--- src/rtl/rtc_pkg.sv ---
package rtc_pkg;
    localparam int LO_W  = 8;
    localparam int HI_W  = 9;
    localparam int DAY_W = 15;
    localparam int TOD_W = LO_W + HI_W;
    localparam int BUS_W = DAY_W;
    localparam int SECS_PER_DAY = 86400;
    localparam logic [TOD_W-1:0] TOD_LAST = TOD_W'(SECS_PER_DAY - 1);

    typedef enum logic [2:0] {
        REG_TOD_LO   = 3'd0,
        REG_TOD_HI   = 3'd1,
        REG_DAY      = 3'd2,
        REG_ALM_LO   = 3'd3,
        REG_ALM_HI   = 3'd4,
        REG_ALM_DAY  = 3'd5,
        REG_IRQ_STAT = 3'd6,
        REG_IRQ_EN   = 3'd7
    } reg_sel_e;

    typedef struct packed {
        logic [DAY_W-1:0] day;
        logic [HI_W-1:0]  hi;
        logic [LO_W-1:0]  lo;
    } rtc_time_t;
endpackage

--- src/rtl/rtc_prescaler.sv ---
module rtc_prescaler #(
    parameter int PHASES = 4
) (
    input  logic clk,
    input  logic rst_n,
    input  logic phase_en,
    input  logic restart,
    output logic sec_tick
);
    localparam int CW = (PHASES > 1) ? $clog2(PHASES) : 1;
    localparam logic [CW-1:0] LAST = CW'(PHASES - 1);

    logic [CW-1:0] phase_q;

    always_comb begin
        sec_tick = phase_en && (phase_q == LAST);
    end

    always_ff @(posedge clk) begin
        if (!rst_n) begin
            phase_q <= '0;
        end else if (restart) begin
            phase_q <= '0;
        end else if (phase_en) begin
            phase_q <= sec_tick ? '0 : phase_q + 1'b1;
        end
    end
endmodule

--- src/rtl/rtc_time_core.sv ---
module rtc_time_core
    import rtc_pkg::*;
(
    input  logic             clk,
    input  logic             rst_n,
    input  logic             sec_tick,
    input  logic             wr_lo,
    input  logic             wr_hi,
    input  logic             wr_day,
    input  logic [BUS_W-1:0] wdata,
    output rtc_time_t        time_now,
    output rtc_time_t        time_nxt
);
    rtc_time_t stepped;
    rtc_time_t base;

    always_comb begin
        stepped = time_now;
        if ({time_now.hi, time_now.lo} >= TOD_LAST) begin
            stepped.lo  = '0;
            stepped.hi  = '0;
            stepped.day = time_now.day + 1'b1;
        end else begin
            stepped.lo = time_now.lo + 1'b1;
            if (time_now.lo == {LO_W{1'b1}}) begin
                stepped.hi = time_now.hi + 1'b1;
            end
        end
    end

    always_comb begin
        base = sec_tick ? stepped : time_now;
        time_nxt.lo  = wr_lo  ? wdata[LO_W-1:0]  : base.lo;
        time_nxt.hi  = wr_hi  ? wdata[HI_W-1:0]  : base.hi;
        time_nxt.day = wr_day ? wdata[DAY_W-1:0] : base.day;
    end

    always_ff @(posedge clk) begin
        if (!rst_n) begin
            time_now <= '0;
        end else begin
            time_now <= time_nxt;
        end
    end
endmodule

--- src/rtl/rtc_alarm_unit.sv ---
module rtc_alarm_unit
    import rtc_pkg::*;
(
    input  logic             clk,
    input  logic             rst_n,
    input  logic             sec_tick,
    input  logic             wr_lo,
    input  logic             wr_hi,
    input  logic             wr_day,
    input  logic [BUS_W-1:0] wdata,
    input  rtc_time_t        time_nxt,
    output rtc_time_t        alarm_q,
    output logic             alarm_hit
);
    always_comb begin
        alarm_hit = sec_tick && (time_nxt == alarm_q);
    end

    always_ff @(posedge clk) begin
        if (!rst_n) begin
            alarm_q <= '0;
        end else begin
            if (wr_lo)  alarm_q.lo  <= wdata[LO_W-1:0];
            if (wr_hi)  alarm_q.hi  <= wdata[HI_W-1:0];
            if (wr_day) alarm_q.day <= wdata[DAY_W-1:0];
        end
    end
endmodule

--- src/rtl/rtc_irq_ctrl.sv ---
module rtc_irq_ctrl (
    input  logic       clk,
    input  logic       rst_n,
    input  logic       alarm_hit,
    input  logic       sec_tick,
    input  logic       wr_stat,
    input  logic       wr_mask,
    input  logic [1:0] wbits,
    output logic [1:0] stat_q,
    output logic [1:0] en_q,
    output logic       alarm_irq,
    output logic       update_irq
);
    logic [1:0] clr;
    logic [1:0] set;

    always_comb begin
        clr = wr_stat ? wbits : 2'b00;
        set = {sec_tick, alarm_hit};
    end

    always_ff @(posedge clk) begin
        if (!rst_n) begin
            stat_q <= 2'b00;
            en_q   <= 2'b00;
        end else begin
            stat_q <= (stat_q & ~clr) | set;
            if (wr_mask) en_q <= wbits;
        end
    end

    always_comb begin
        alarm_irq  = stat_q[0] & en_q[0];
        update_irq = stat_q[1] & en_q[1];
    end
endmodule

--- src/rtl/rtc_day_tod.sv ---
module rtc_day_tod
    import rtc_pkg::*;
#(
    parameter int PHASES = 4
) (
    input  logic             clk,
    input  logic             rst_n,
    input  logic             phase_en,
    input  logic             wr_en,
    input  logic [2:0]       addr,
    input  logic [BUS_W-1:0] wdata,
    output logic [BUS_W-1:0] rdata,
    output logic             alarm_irq,
    output logic             update_irq
);
    logic      wr_lo, wr_hi, wr_day;
    logic      wr_alo, wr_ahi, wr_aday;
    logic      wr_stat, wr_mask;
    logic      sec_tick;
    logic      alarm_hit;
    logic [1:0] irq_stat;
    logic [1:0] irq_en;
    rtc_time_t time_now;
    rtc_time_t time_nxt;
    rtc_time_t alarm_q;
    reg_sel_e  sel;

    assign sel = reg_sel_e'(addr);

    always_comb begin
        wr_lo = 1'b0; wr_hi = 1'b0; wr_day = 1'b0;
        wr_alo = 1'b0; wr_ahi = 1'b0; wr_aday = 1'b0;
        wr_stat = 1'b0; wr_mask = 1'b0;
        if (wr_en) begin
            unique case (sel)
                REG_TOD_LO:   wr_lo   = 1'b1;
                REG_TOD_HI:   wr_hi   = 1'b1;
                REG_DAY:      wr_day  = 1'b1;
                REG_ALM_LO:   wr_alo  = 1'b1;
                REG_ALM_HI:   wr_ahi  = 1'b1;
                REG_ALM_DAY:  wr_aday = 1'b1;
                REG_IRQ_STAT: wr_stat = 1'b1;
                REG_IRQ_EN:   wr_mask = 1'b1;
            endcase
        end
    end

    always_comb begin
        unique case (sel)
            REG_TOD_LO:   rdata = BUS_W'(time_now.lo);
            REG_TOD_HI:   rdata = BUS_W'(time_now.hi);
            REG_DAY:      rdata = BUS_W'(time_now.day);
            REG_ALM_LO:   rdata = BUS_W'(alarm_q.lo);
            REG_ALM_HI:   rdata = BUS_W'(alarm_q.hi);
            REG_ALM_DAY:  rdata = BUS_W'(alarm_q.day);
            REG_IRQ_STAT: rdata = BUS_W'(irq_stat);
            REG_IRQ_EN:   rdata = BUS_W'(irq_en);
        endcase
    end

    rtc_prescaler #(.PHASES(PHASES)) u_presc (
        .clk      (clk),
        .rst_n    (rst_n),
        .phase_en (phase_en),
        .restart  (wr_lo),
        .sec_tick (sec_tick)
    );

    rtc_time_core u_core (
        .clk      (clk),
        .rst_n    (rst_n),
        .sec_tick (sec_tick),
        .wr_lo    (wr_lo),
        .wr_hi    (wr_hi),
        .wr_day   (wr_day),
        .wdata    (wdata),
        .time_now (time_now),
        .time_nxt (time_nxt)
    );

    rtc_alarm_unit u_alarm (
        .clk       (clk),
        .rst_n     (rst_n),
        .sec_tick  (sec_tick),
        .wr_lo     (wr_alo),
        .wr_hi     (wr_ahi),
        .wr_day    (wr_aday),
        .wdata     (wdata),
        .time_nxt  (time_nxt),
        .alarm_q   (alarm_q),
        .alarm_hit (alarm_hit)
    );

    rtc_irq_ctrl u_irq (
        .clk        (clk),
        .rst_n      (rst_n),
        .alarm_hit  (alarm_hit),
        .sec_tick   (sec_tick),
        .wr_stat    (wr_stat),
        .wr_mask    (wr_mask),
        .wbits      (wdata[1:0]),
        .stat_q     (irq_stat),
        .en_q       (irq_en),
        .alarm_irq  (alarm_irq),
        .update_irq (update_irq)
    );
endmodule

--- config.mk ---
export PLATFORM = sky130hd
export DESIGN_NAME = rtc_day_tod
export DESIGN_NICKNAME = d
export VERILOG_FILES = /design/src/rtl/rtc_pkg.sv /design/src/rtl/rtc_prescaler.sv /design/src/rtl/rtc_time_core.sv /design/src/rtl/rtc_alarm_unit.sv /design/src/rtl/rtc_irq_ctrl.sv /design/src/rtl/rtc_day_tod.sv
export SDC_FILE = /design/constraint.sdc
export NUM_CORES = 1
export LEC_CHECK = 0
export ABC_CLOCK_PERIOD_IN_PS = 4700
export BUFFER_PORTS_ARGS = -buffer_cell sky130_fd_sc_hd__buf_2
export CORE_MARGIN = 5
export CORE_UTILIZATION = 62
export DETAILED_ROUTE_END_ITERATION = 10
export GPL_TIMING_DRIVEN = 0
export PLACE_DENSITY = 0.82
export SLEW_MARGIN = 20
export SYNTH_ARGS = -nofsm -noshare
export SYNTH_HDL_FRONTEND = slang
export SYNTH_SLANG_ARGS = --single-unit
--- constraint.sdc ---
create_clock -name clk -period 4.7 [get_ports clk]
set_clock_uncertainty 0.15 [all_clocks]
set_input_delay 0.47 -clock clk [delete_from_list [all_inputs] [get_ports clk]]
set_output_delay 0.47 -clock clk [all_outputs]
set_load 0.02 [all_outputs]
**Yosys cells after proc, flatten, opt, wreduce, memory -nomap -nowiden**

Cells that the tools add are included.

- Bits in registers: 70
- Output and inout port bits: 17
- Word-level logic and storage cells: 60
- Input port bits: 22

- Add/subtract/negate cells: 4
- Bitwise logic cells: 6
- Multiplexer cells: 26
- $lt $le $gt $ge: 1
- Reductions and logical operators: 4
- Equal/unequal tests: 10

Operators with widths:

| cell | count |
|---|---|
| case mux 15 bit (8 select lines) | 1 |
| equality test 32 bit | 1 |
| 2-to-1 mux 32 bit | 1 |
| 2-to-1 mux 15 bit | 2 |
| 2-to-1 mux 9 bit | 2 |
| greater-or-equal comparator 17 bit, second input constant | 1 |
| 2-to-1 mux 17 bit | 1 |
| 2-to-1 mux 1 bit | 16 |
| adder 15 x 1 -> 15 bit, second input constant | 1 |
| equality test 3 bit, second input constant | 4 |
| adder 9 x 1 -> 9 bit, second input constant | 1 |
| adder 8 x 1 -> 8 bit, second input constant | 1 |
| equality test 8 bit, second input constant | 1 |
| 2-to-1 mux 8 bit | 1 |
| equality test 3 x 2 -> 1 bit, second input constant | 2 |
| 2-to-1 mux 2 bit | 2 |
| equality test 3 x 1 -> 1 bit, second input constant | 1 |
| logical NOT 3 bit | 1 |
| adder 2 x 1 -> 2 bit, second input constant | 1 |
| AND 1 bit | 2 |
| AND 2 bit | 1 |
| equality test 2 bit, second input constant | 1 |
| logical AND 1 bit | 2 |
| NOT 2 bit | 1 |
| other kinds (3) | 3 |

**Depth between registers and ports, before layout**

Gate-level depths: netlist of run 1.

- Depth in word-level cells: 8
- Mapped depth: 13

**By module**

From an unflattened synthesis of run 1, not the netlist that was laid out.

- Cells, all modules: 545
- Area total of the unflattened synthesis: 4662.0 um^2

By module, submodules not included:

| module | times used | area each (um^2) | cells each |
|---|---|---|---|
| rtc_time_core | 1 | 2205.9 | 275 |
| rtc_alarm_unit | 1 | 1550.2 | 147 |
| rtc_day_tod | 1 | 648.1 | 97 |
| rtc_irq_ctrl | 1 | 155.1 | 16 |
| rtc_prescaler | 1 | 102.6 | 10 |

**Least setup slack after synthesis of run 1**

Ideal clock, no wire load.

- Path kind: reg-to-reg
- Start point: reg, netlist name u_core.time_now[0]
- End point: reg u_irq.stat_q[0]
- Data arrival time: 2588 ps
- Path slack: 1877 ps
- Buffers on the path: 1
- Stages on the path, launching flop included: 12
- Path through: dfxtp_1 ha_1 a32oi_1 o41a_4 a21oi_4 buf_6 nand4_1 xnor2_1 mux2i_1 xnor2_1 or4_1 o31ai_2

- Longest elaborated chain between the ends: 8
- Elaborated cells between the ends (all ways): 13
- Those cells by class: add/sub: 1; order compare: 1; eq/ne: 2; mux: 7; bitwise: 1; reduce/logical: 1

Ends and longest elaborated chain:

| what | RTL line | text |
|---|---|---|
| parallel branches: the longest is 3 deep, another holds greater-or-equal comparator 17 bit | n/a |  |
| 2-to-1 mux 32 bit * | rtc_time_core.sv:32 | `base = sec_tick ? stepped : time_now;` |
| 2-to-1 mux 9 bit | rtc_time_core.sv:34 | `time_nxt.hi = wr_hi ? wdata[HI_W-1:0] : base.hi;` |
| equality test 32 bit * | rtc_alarm_unit.sv:16 | `alarm_hit = sec_tick && (time_nxt == alarm_q);` |
| logical AND 1 bit * | rtc_alarm_unit.sv:16 |  |
| bitwise OR 2 bit * | rtc_irq_ctrl.sv:27 | `stat_q <= (stat_q & ~clr) \| set;` |
| end signal, assigned | rtc_irq_ctrl.sv:27 |  |
| end, declared | rtc_irq_ctrl.sv:9 | `output logic [1:0] stat_q,` |

Mark *: on every way between the ends.
A chain may end at the register's enable or synchronous reset.

**Worst setup path in the final report of run 1**

- Start point: reg, netlist name u_core.time_now[1]
- End point: reg u_irq.stat_q[0]

- Longest elaborated chain between the ends: 8
- Elaborated cells between the ends (all ways): 13
- Those cells by class: add/sub: 1; order compare: 1; eq/ne: 2; mux: 7; bitwise: 1; reduce/logical: 1

Ends and longest elaborated chain:

| what | RTL line |
|---|---|
| parallel branches: the longest is 3 deep, another holds greater-or-equal comparator 17 bit | n/a |
| 2-to-1 mux 32 bit * | rtc_time_core.sv:32 |
| 2-to-1 mux 9 bit | rtc_time_core.sv:34 |
| equality test 32 bit * | rtc_alarm_unit.sv:16 |
| logical AND 1 bit * | rtc_alarm_unit.sv:16 |
| bitwise OR 2 bit * | rtc_irq_ctrl.sv:27 |

Marks and branches as above.

==> run_results.csv, run 1 <==
group,metric,value,unit
critical_path,cp.depth,11,
global_route,grt_pass1_vias,5341,
critical_path,crit_type,"reg -> reg",
critical_path,worstRegToRegCells,11,
timing,final.setup.tns,0,ns
critical_path,cp-end-kind,"register",
clock_tree,cts_buffers,9,
floorplanning,fp.dieW,101,µm
power_and_ir_drop,power_density,251,nW/µm²
cells_and_area,area_growth,9.69,%
power_and_ir_drop,p_seq_share,44.7,%
yosys,synth_top_area_cell,"dfxtp_1",
place,dp.cells,838,
detailed_routing,drt_first_pass_iters,5,
detailed_routing,drt_iter0_drc,775,
clock_tree,post_cts_resize_count,0,
clock_tree,postCtsSetupRepairBufs,0,
detailed_routing,wl_per_cell,23.1,µm
global_route,grt_remaining_overflow,0,
place,port_buffers,31,
flow_run,maxCapViolations,0,
critical_path,cp_data_required_time,4.82,ns
cells_and_area,instances_no_fill,853,
timing,maxSlewViolCount,0,
yosys,synth_edf_count,0,
global_route,grt_pass1_wl,29900,µm
clock_tree,ctsHoldBuffers,0,
power_and_ir_drop,internal_power,0.984,mW
power_and_ir_drop,p_leak,2.04,nW
floorplanning,ios,39,
power_and_ir_drop,pwr-share-clk,39.4,%
floorplanning,die_height,101,µm
place,gp_congestion,1.08,
cells_and_area,fill_cells,728,
global_route,antenna_found_initial,0,
cells_and_area,layout_common_cells,"nand2_1, a21oi_1, dfxtp_1",
cells_and_area,antenna_cells,0,
place,hpwlAfterDp,14600,µm
critical_path,startpoint_type,"register",
place,post-place-ws,1.22,ns
power_and_ir_drop,swShare,30.5,%
power_and_ir_drop,power,1.42,mW
cells_and_area,post-route-util,69.1,%
yosys,yosys_warnings,0,
detailed_routing,detail-route-antenna-nets,0,
critical_path,cp_cell_sequence,"ha_1, a32oi_1, o41a_4, a21oi_4, buf_6, buf_4, o31ai_1, xnor2_1, o221ai_1, a211o_1, o31ai_2",
yosys,ys_types,70,
clock_tree,cts-root-buf,"clkbuf_8",
power_and_ir_drop,pwr-share-comb,15.9,%
yosys,synth_area_leaders,"dfxtp_1, nand2_1, a21oi_1, xnor2_1, nor2_1",
floorplanning,core_area,8180,µm²
cells_and_area,drive_gt1_share,10.6,%
cells_and_area,fin_nets,771,
yosys,synth_top_area_share,27.2,%
cells_and_area,final-seq-area,1400,µm²
cells_and_area,multi_input_area,3430,µm²
critical_path,arrival,3.67,ns
critical_path,slowest_stage,"o41a_4",
floorplanning,dieArea,10200,µm²
outcome,run_status,"completed",
yosys,async_flop_share,0,%
yosys,syn_avg_cell_area,7.34,µm²
yosys,ys_ff_latch,70,
detailed_routing,vias,5819,
critical_path,cp_num_buf_inv,2,
critical_path,max_stage_delay,0.51,ns
timing,setup_viol,0,
floorplanning,start_util,63.0,%
power_and_ir_drop,switching_power,0.431,mW
clock_tree,clock_sinks,70,
clock_tree,cts_buffer_depth,2,
timing,slew_headroom,42.1,%
clock_tree,cts_tree,"built",
cells_and_area,mostFrequentLayoutCell,"nand2_1",
yosys,synth_cells,702,
timing,hold_violations,0,
yosys,syn_nets,729,
clock_tree,clk_pin_slew,0.09,ns
critical_path,path_max_fanout,10,
global_route,grt_usage,38.6,%
worst_hold_path,min_path_type,"in -> reg",
timing,fin_crit,3.55,ns
yosys,ys_seq_area_share,27.2,%
worst_hold_path,holdPathStages,3,
power_and_ir_drop,vdd_ir_drop_max,0.174,mV
global_route,grt_max_degree,13,
critical_path,critPathTopFamily,"compound AO/OA/AOI/OAI gates",
timing,min_period_over_period,75.5,%
clock_tree,clk-insertion-delay-late,0.36,ns
timing,fmax,282,MHz
yosys,synth-main-ff-cell,"dfxtp_1",
clock_tree,htree_levels,3,
timing,rsz0062_at_grt,"no",
detailed_routing,wl,19700,µm
detailed_routing,routed_via_density,6.82,
detailed_routing,drc,0,
yosys,syn-cell-area,5150,µm²
timing,worstMarginPinSlew,0.862,ns
timing,worst_slack,1.15,ns
floorplanning,row_count,33,
==> tightest hold or removal path, cell delays in order <==
cell	delay (ns)
buf_2	0.12
nand2_1	0.05
a21oi_1	0.05
==> cell families (layout without fill, tap and decap cells) <==
family	Yosys count	in the layout	share of synthesized area [%]
adders and majority gates	5	5	1.21
DFF	70	70	27.2
buffers and inverters	71	117	6.15
xor gates and xnor gates	60	60	10.2
and+or+nand+nor	301	301	28.0
AOI/OAI and AO/OA	173	173	22.0
muxes	22	22	5.17
==> cell usage after synthesis (all sizes together), types with 5 or more instances <==
cell and number:
nand2 112, a21oi 83, dfxtp 70, nor2 64
clkbuf 42, xnor2 36, nor3 30, xor2 24
nand4 20, a211oi 19, buf 17, nand3 17
mux2i 15, inv 12, o21ai 12, a31oi 10
and2 10, a22o 9, and3 7, nor4 7
or3 7, nand2b 6, a22oi 5, and4 5
ha 5, nor2b 5, o31ai 5
==> power by group through the flow <==
| stage | clock [mW] | sequential (mW) | combinational (mW) |
|---|---|---|---|
| floorplan | 0 | 0.637 | 0.146 |
| global placement | 0 | 0.644 | 0.211 |
| detailed placement | 0 | 0.645 | 0.215 |
| CTS | 0.550 | 0.631 | 0.216 |
| global route | 0.576 | 0.634 | 0.240 |
| finish | 0.558 | 0.633 | 0.225 |
==> layout make-up <==
cell class                 instances  share of cell area, %
multi-input combinational        561                   60.8
sequential                        70                   24.8
buffer                            59                   4.81
timing repair buffer              31                   2.75
tap                              105                   2.33
clock buffer                      10                   2.26
clock inverter                     5                   1.51
inverter                          12                  0.797
==> final timing paths <==
check	startpoint	to	slack [ns]
max	u_core.time_now[1]	u_irq.stat_q[0]	1.15
min	wdata[13]	u_alarm.alarm_q[30]	0.22
max reg2reg	u_core.time_now[1]	u_irq.stat_q[0]	1.15
min reg2reg	u_alarm.alarm_q[17]	u_alarm.alarm_q[17]	0.33
==> layer usage <==
metal,vias up,part of all wire (%),track usage (%)
met4,0,4.0,14.9
met3,81,15,11.0
li1,2586,-,-
met2,467,42,56.1
met5,-,0,0
met1,2685,39,54.1
==> per-stage QoR <==
stage	cell area (µm²)	hold slack (ns)
floorplan	5150	0.286
global placement	5440	0.298
detailed placement	5440	0.309
CTS	5650	0.223
global route	5650	0.226
finish	5650	0.218
==> registers in the layout (all words and copies together) (netlist names) <==
| register | count |
|---|---|
| u_alarm.alarm_q | 32 |
| u_core.time_now | 32 |
| u_irq.en_q | 2 |
| u_irq.stat_q | 2 |
| u_presc.phase_q | 2 |
Power figures use the tool's default switching activity.
==> run 2, diff against run 1 <==
--- a/config.mk
+++ b/config.mk
@@ -5,13 +5,13 @@
 export SDC_FILE = /design/constraint.sdc
 export NUM_CORES = 1
 export LEC_CHECK = 0
-export ABC_CLOCK_PERIOD_IN_PS = 4700
+export ABC_CLOCK_PERIOD_IN_PS = 3100
 export BUFFER_PORTS_ARGS = -buffer_cell sky130_fd_sc_hd__buf_2
 export CORE_MARGIN = 5
-export CORE_UTILIZATION = 62
+export CORE_UTILIZATION = 55
 export DETAILED_ROUTE_END_ITERATION = 10
 export GPL_TIMING_DRIVEN = 0
-export PLACE_DENSITY = 0.82
+export PLACE_DENSITY = 0.77
 export SLEW_MARGIN = 20
 export SYNTH_ARGS = -nofsm -noshare
 export SYNTH_HDL_FRONTEND = slang
==> constraint.sdc (replaced) <==
create_clock -name clk -period 3.1 [get_ports clk]
set_clock_uncertainty 0.15 [all_clocks]
set_input_delay 0.31 -clock clk [delete_from_list [all_inputs] [get_ports clk]]
set_output_delay 0.31 -clock clk [all_outputs]
set_load 0.02 [all_outputs]
==> run 2 against run 1 <==
  * The run now ends with negative setup slack left
  * Core utilization decreased by 5.3 points
  * Via count decreased by 0.55%
  * Clock power increased by 52%
  * Wire length is 4.3% higher
  * Register-to-register slack worse by 1.2 ns
  * Flip-flop and latch count stayed put
  * Setup slack worse by 1.2 ns
  * Fmax grew 13%
  * Combinational power is 54% higher
  * First-iteration DRC count shrank 17%
==> run_results.csv, run 2 (synthesis results as in run 1) <==
group,metric,value,unit
detailed_routing,wl,20500,µm
place,hpwlAfterDp,15200,µm
floorplanning,row_count,35,
floorplanning,ios,39,
flow_run,maxCapViolations,0,
place,gp_congestion,1.03,
clock_tree,cts_buffer_depth,2,
worst_hold_path,min_path_type,"in -> reg",
critical_path,cp_cell_sequence,"buf_6, nand4_4, o41a_4, a21o_1, buf_6, nor3_2, a31oi_1, a31oi_1, nand4_1, or4_4, o31ai_4",
critical_path,slowest_stage,"o41a_4",
critical_path,max_stage_delay,0.57,ns
timing,maxSlewViolCount,0,
detailed_routing,drt_first_pass_iters,6,
detailed_routing,drt_iter0_drc,647,
place,port_buffers,31,
cells_and_area,instances_no_fill,866,
cells_and_area,final-seq-area,1420,µm²
outcome,run_status,"complete, but fails checks",
place,placed_area,5440,µm²
timing,setup_viol,1,
cells_and_area,area_growth,13.9,%
timing,worstMarginPinSlew,0.858,ns
global_route,grt_usage,36.0,%
global_route,grt_remaining_overflow,0,
floorplanning,die_height,107,µm
clock_tree,clock_sinks,70,
power_and_ir_drop,vdd_ir_drop_max,0.322,mV
cells_and_area,post-route-util,63.8,%
timing,slew_headroom,42.8,%
critical_path,arrival,3.26,ns
critical_path,crit_type,"reg -> reg",
cells_and_area,mostFrequentLayoutCell,"nand2_1",
global_route,grt_pass1_vias,5421,
cells_and_area,layout_common_cells,"nand2_1, a21oi_1, nor2_1",
critical_path,path_max_fanout,10,
critical_path,cp_data_required_time,3.23,ns
critical_path,cp-end-kind,"register",
power_and_ir_drop,power_density,368,nW/µm²
clock_tree,cts_buffers,9,
timing,fmax,319,MHz
floorplanning,dieArea,11400,µm²
floorplanning,fp.dieW,107,µm
cells_and_area,fin_nets,778,
timing,worst_slack,-0.0325,ns
clock_tree,clk_pin_slew,0.09,ns
place,dp.cells,844,
clock_tree,cts-root-buf,"clkbuf_8",
timing,hold_violations,0,
clock_tree,cts_tree,"built",
detailed_routing,routed_via_density,6.68,
cells_and_area,final_cell_area,5870,µm²
detailed_routing,detail-route-antenna-nets,0,
cells_and_area,multi_input_area,3540,µm²
cells_and_area,fill_cells,838,
detailed_routing,vias,5787,
power_and_ir_drop,p_leak,2.12,nW
timing,fin_crit,3.13,ns
global_route,grt_max_degree,13,
timing,min_period_over_period,101,%
outcome,violations,"negative setup slack",
clock_tree,ctsHoldBuffers,0,
clock_tree,htree_levels,3,
floorplanning,start_util,56.0,%
cells_and_area,top_regs,"u_alarm.alarm_q (32), u_core.time_now (32)",
cells_and_area,drive_gt1_share,15.6,%
clock_tree,clk-insertion-delay-late,0.36,ns
critical_path,worstRegToRegCells,11,
detailed_routing,drc,0,
floorplanning,core_area,9200,µm²
global_route,grt_pass1_wl,30800,µm
detailed_routing,wl_per_cell,23.7,µm
critical_path,startpoint_type,"register",
global_route,antenna_found_initial,0,
cells_and_area,antenna_cells,0,
worst_hold_path,holdPathStages,3,
## run 2: cell count changes in the layout (fill, tap and decap cells not counted), sizes merged
cell | before | now
clkinvlp | 1 | 0
clkbuf | 52 | 46
clkinv | 2 | 4
buf | 48 | 60
## run 2: timing repair
action / 4_1_cts / 5_1_grt
resized for setup: 12 / 35
buffers inserted: 2 / 8
pin swaps: 2 / 12
endpoints found under the setup margin: 3 / 3
## run 2: worst max-delay path: cells and delay by family, from the launching register on
family                 cells  cell delay, ns
flip-flops                 1            0.34
AND/OR/NAND/NOR            4            1.04
buffers and inverters      2            0.27
AO/OA/AOI/OAI              5            1.24
## run 2: through the flow
step                total power [mW]  setup WS (ns)  TNS (ns)  hold slack [ns]
floorplan                       1.19          0.277         0            0.282
global placement                1.30         -0.273    -0.443            0.296
detailed placement              1.30         -0.275    -0.444            0.308
CTS                             2.12         0.0167         0           0.0693
global route                    2.21        -0.0171   -0.0171           0.0705
finish                          2.16        -0.0325   -0.0325           0.0718
## run 2: final timing paths
| kind | endpoint | slack [ns] | startpoint |
|---|---|---|---|
| max | u_irq.stat_q[0] | -0.03 | u_core.time_now[3] |
| min | u_alarm.alarm_q[29] | 0.07 | wdata[12] |
| max reg2reg | u_irq.stat_q[0] | -0.03 | u_core.time_now[3] |
| min reg2reg | u_alarm.alarm_q[17] | 0.33 | u_alarm.alarm_q[17] |
## run 2: final cells by class
| cell class | count | area share, % |
|---|---|---|
| well taps | 111 | 2.37 |
| clock buffers | 9 | 2.11 |
| clock inverters | 6 | 1.49 |
| repair buffers | 41 | 3.92 |
| flip-flops and latches | 70 | 24.2 |
| inverters | 12 | 0.768 |
| multi-input cells | 561 | 60.4 |
| plain buffers | 56 | 4.73 |
## run 2: metal layers
layer | vias up | wire length (µm) | GRT usage, %
met2 | 423 | 8460 | 52.2
met5 | - | 0 | 0
li1 | 2602 | - | -
met4 | 0 | 830 | 14.3
met1 | 2699 | 8270 | 50.2
met3 | 63 | 2970 | 10.2
## run 2: where the power goes
group / internal (mW) / leakage (nW) / total (mW) / switching (mW)
clock: 0.449 / 0.109 / 0.849 / 0.399
sequential: 0.921 / 0.573 / 0.965 / 0.0435
combinational: 0.121 / 1.44 / 0.346 / 0.225
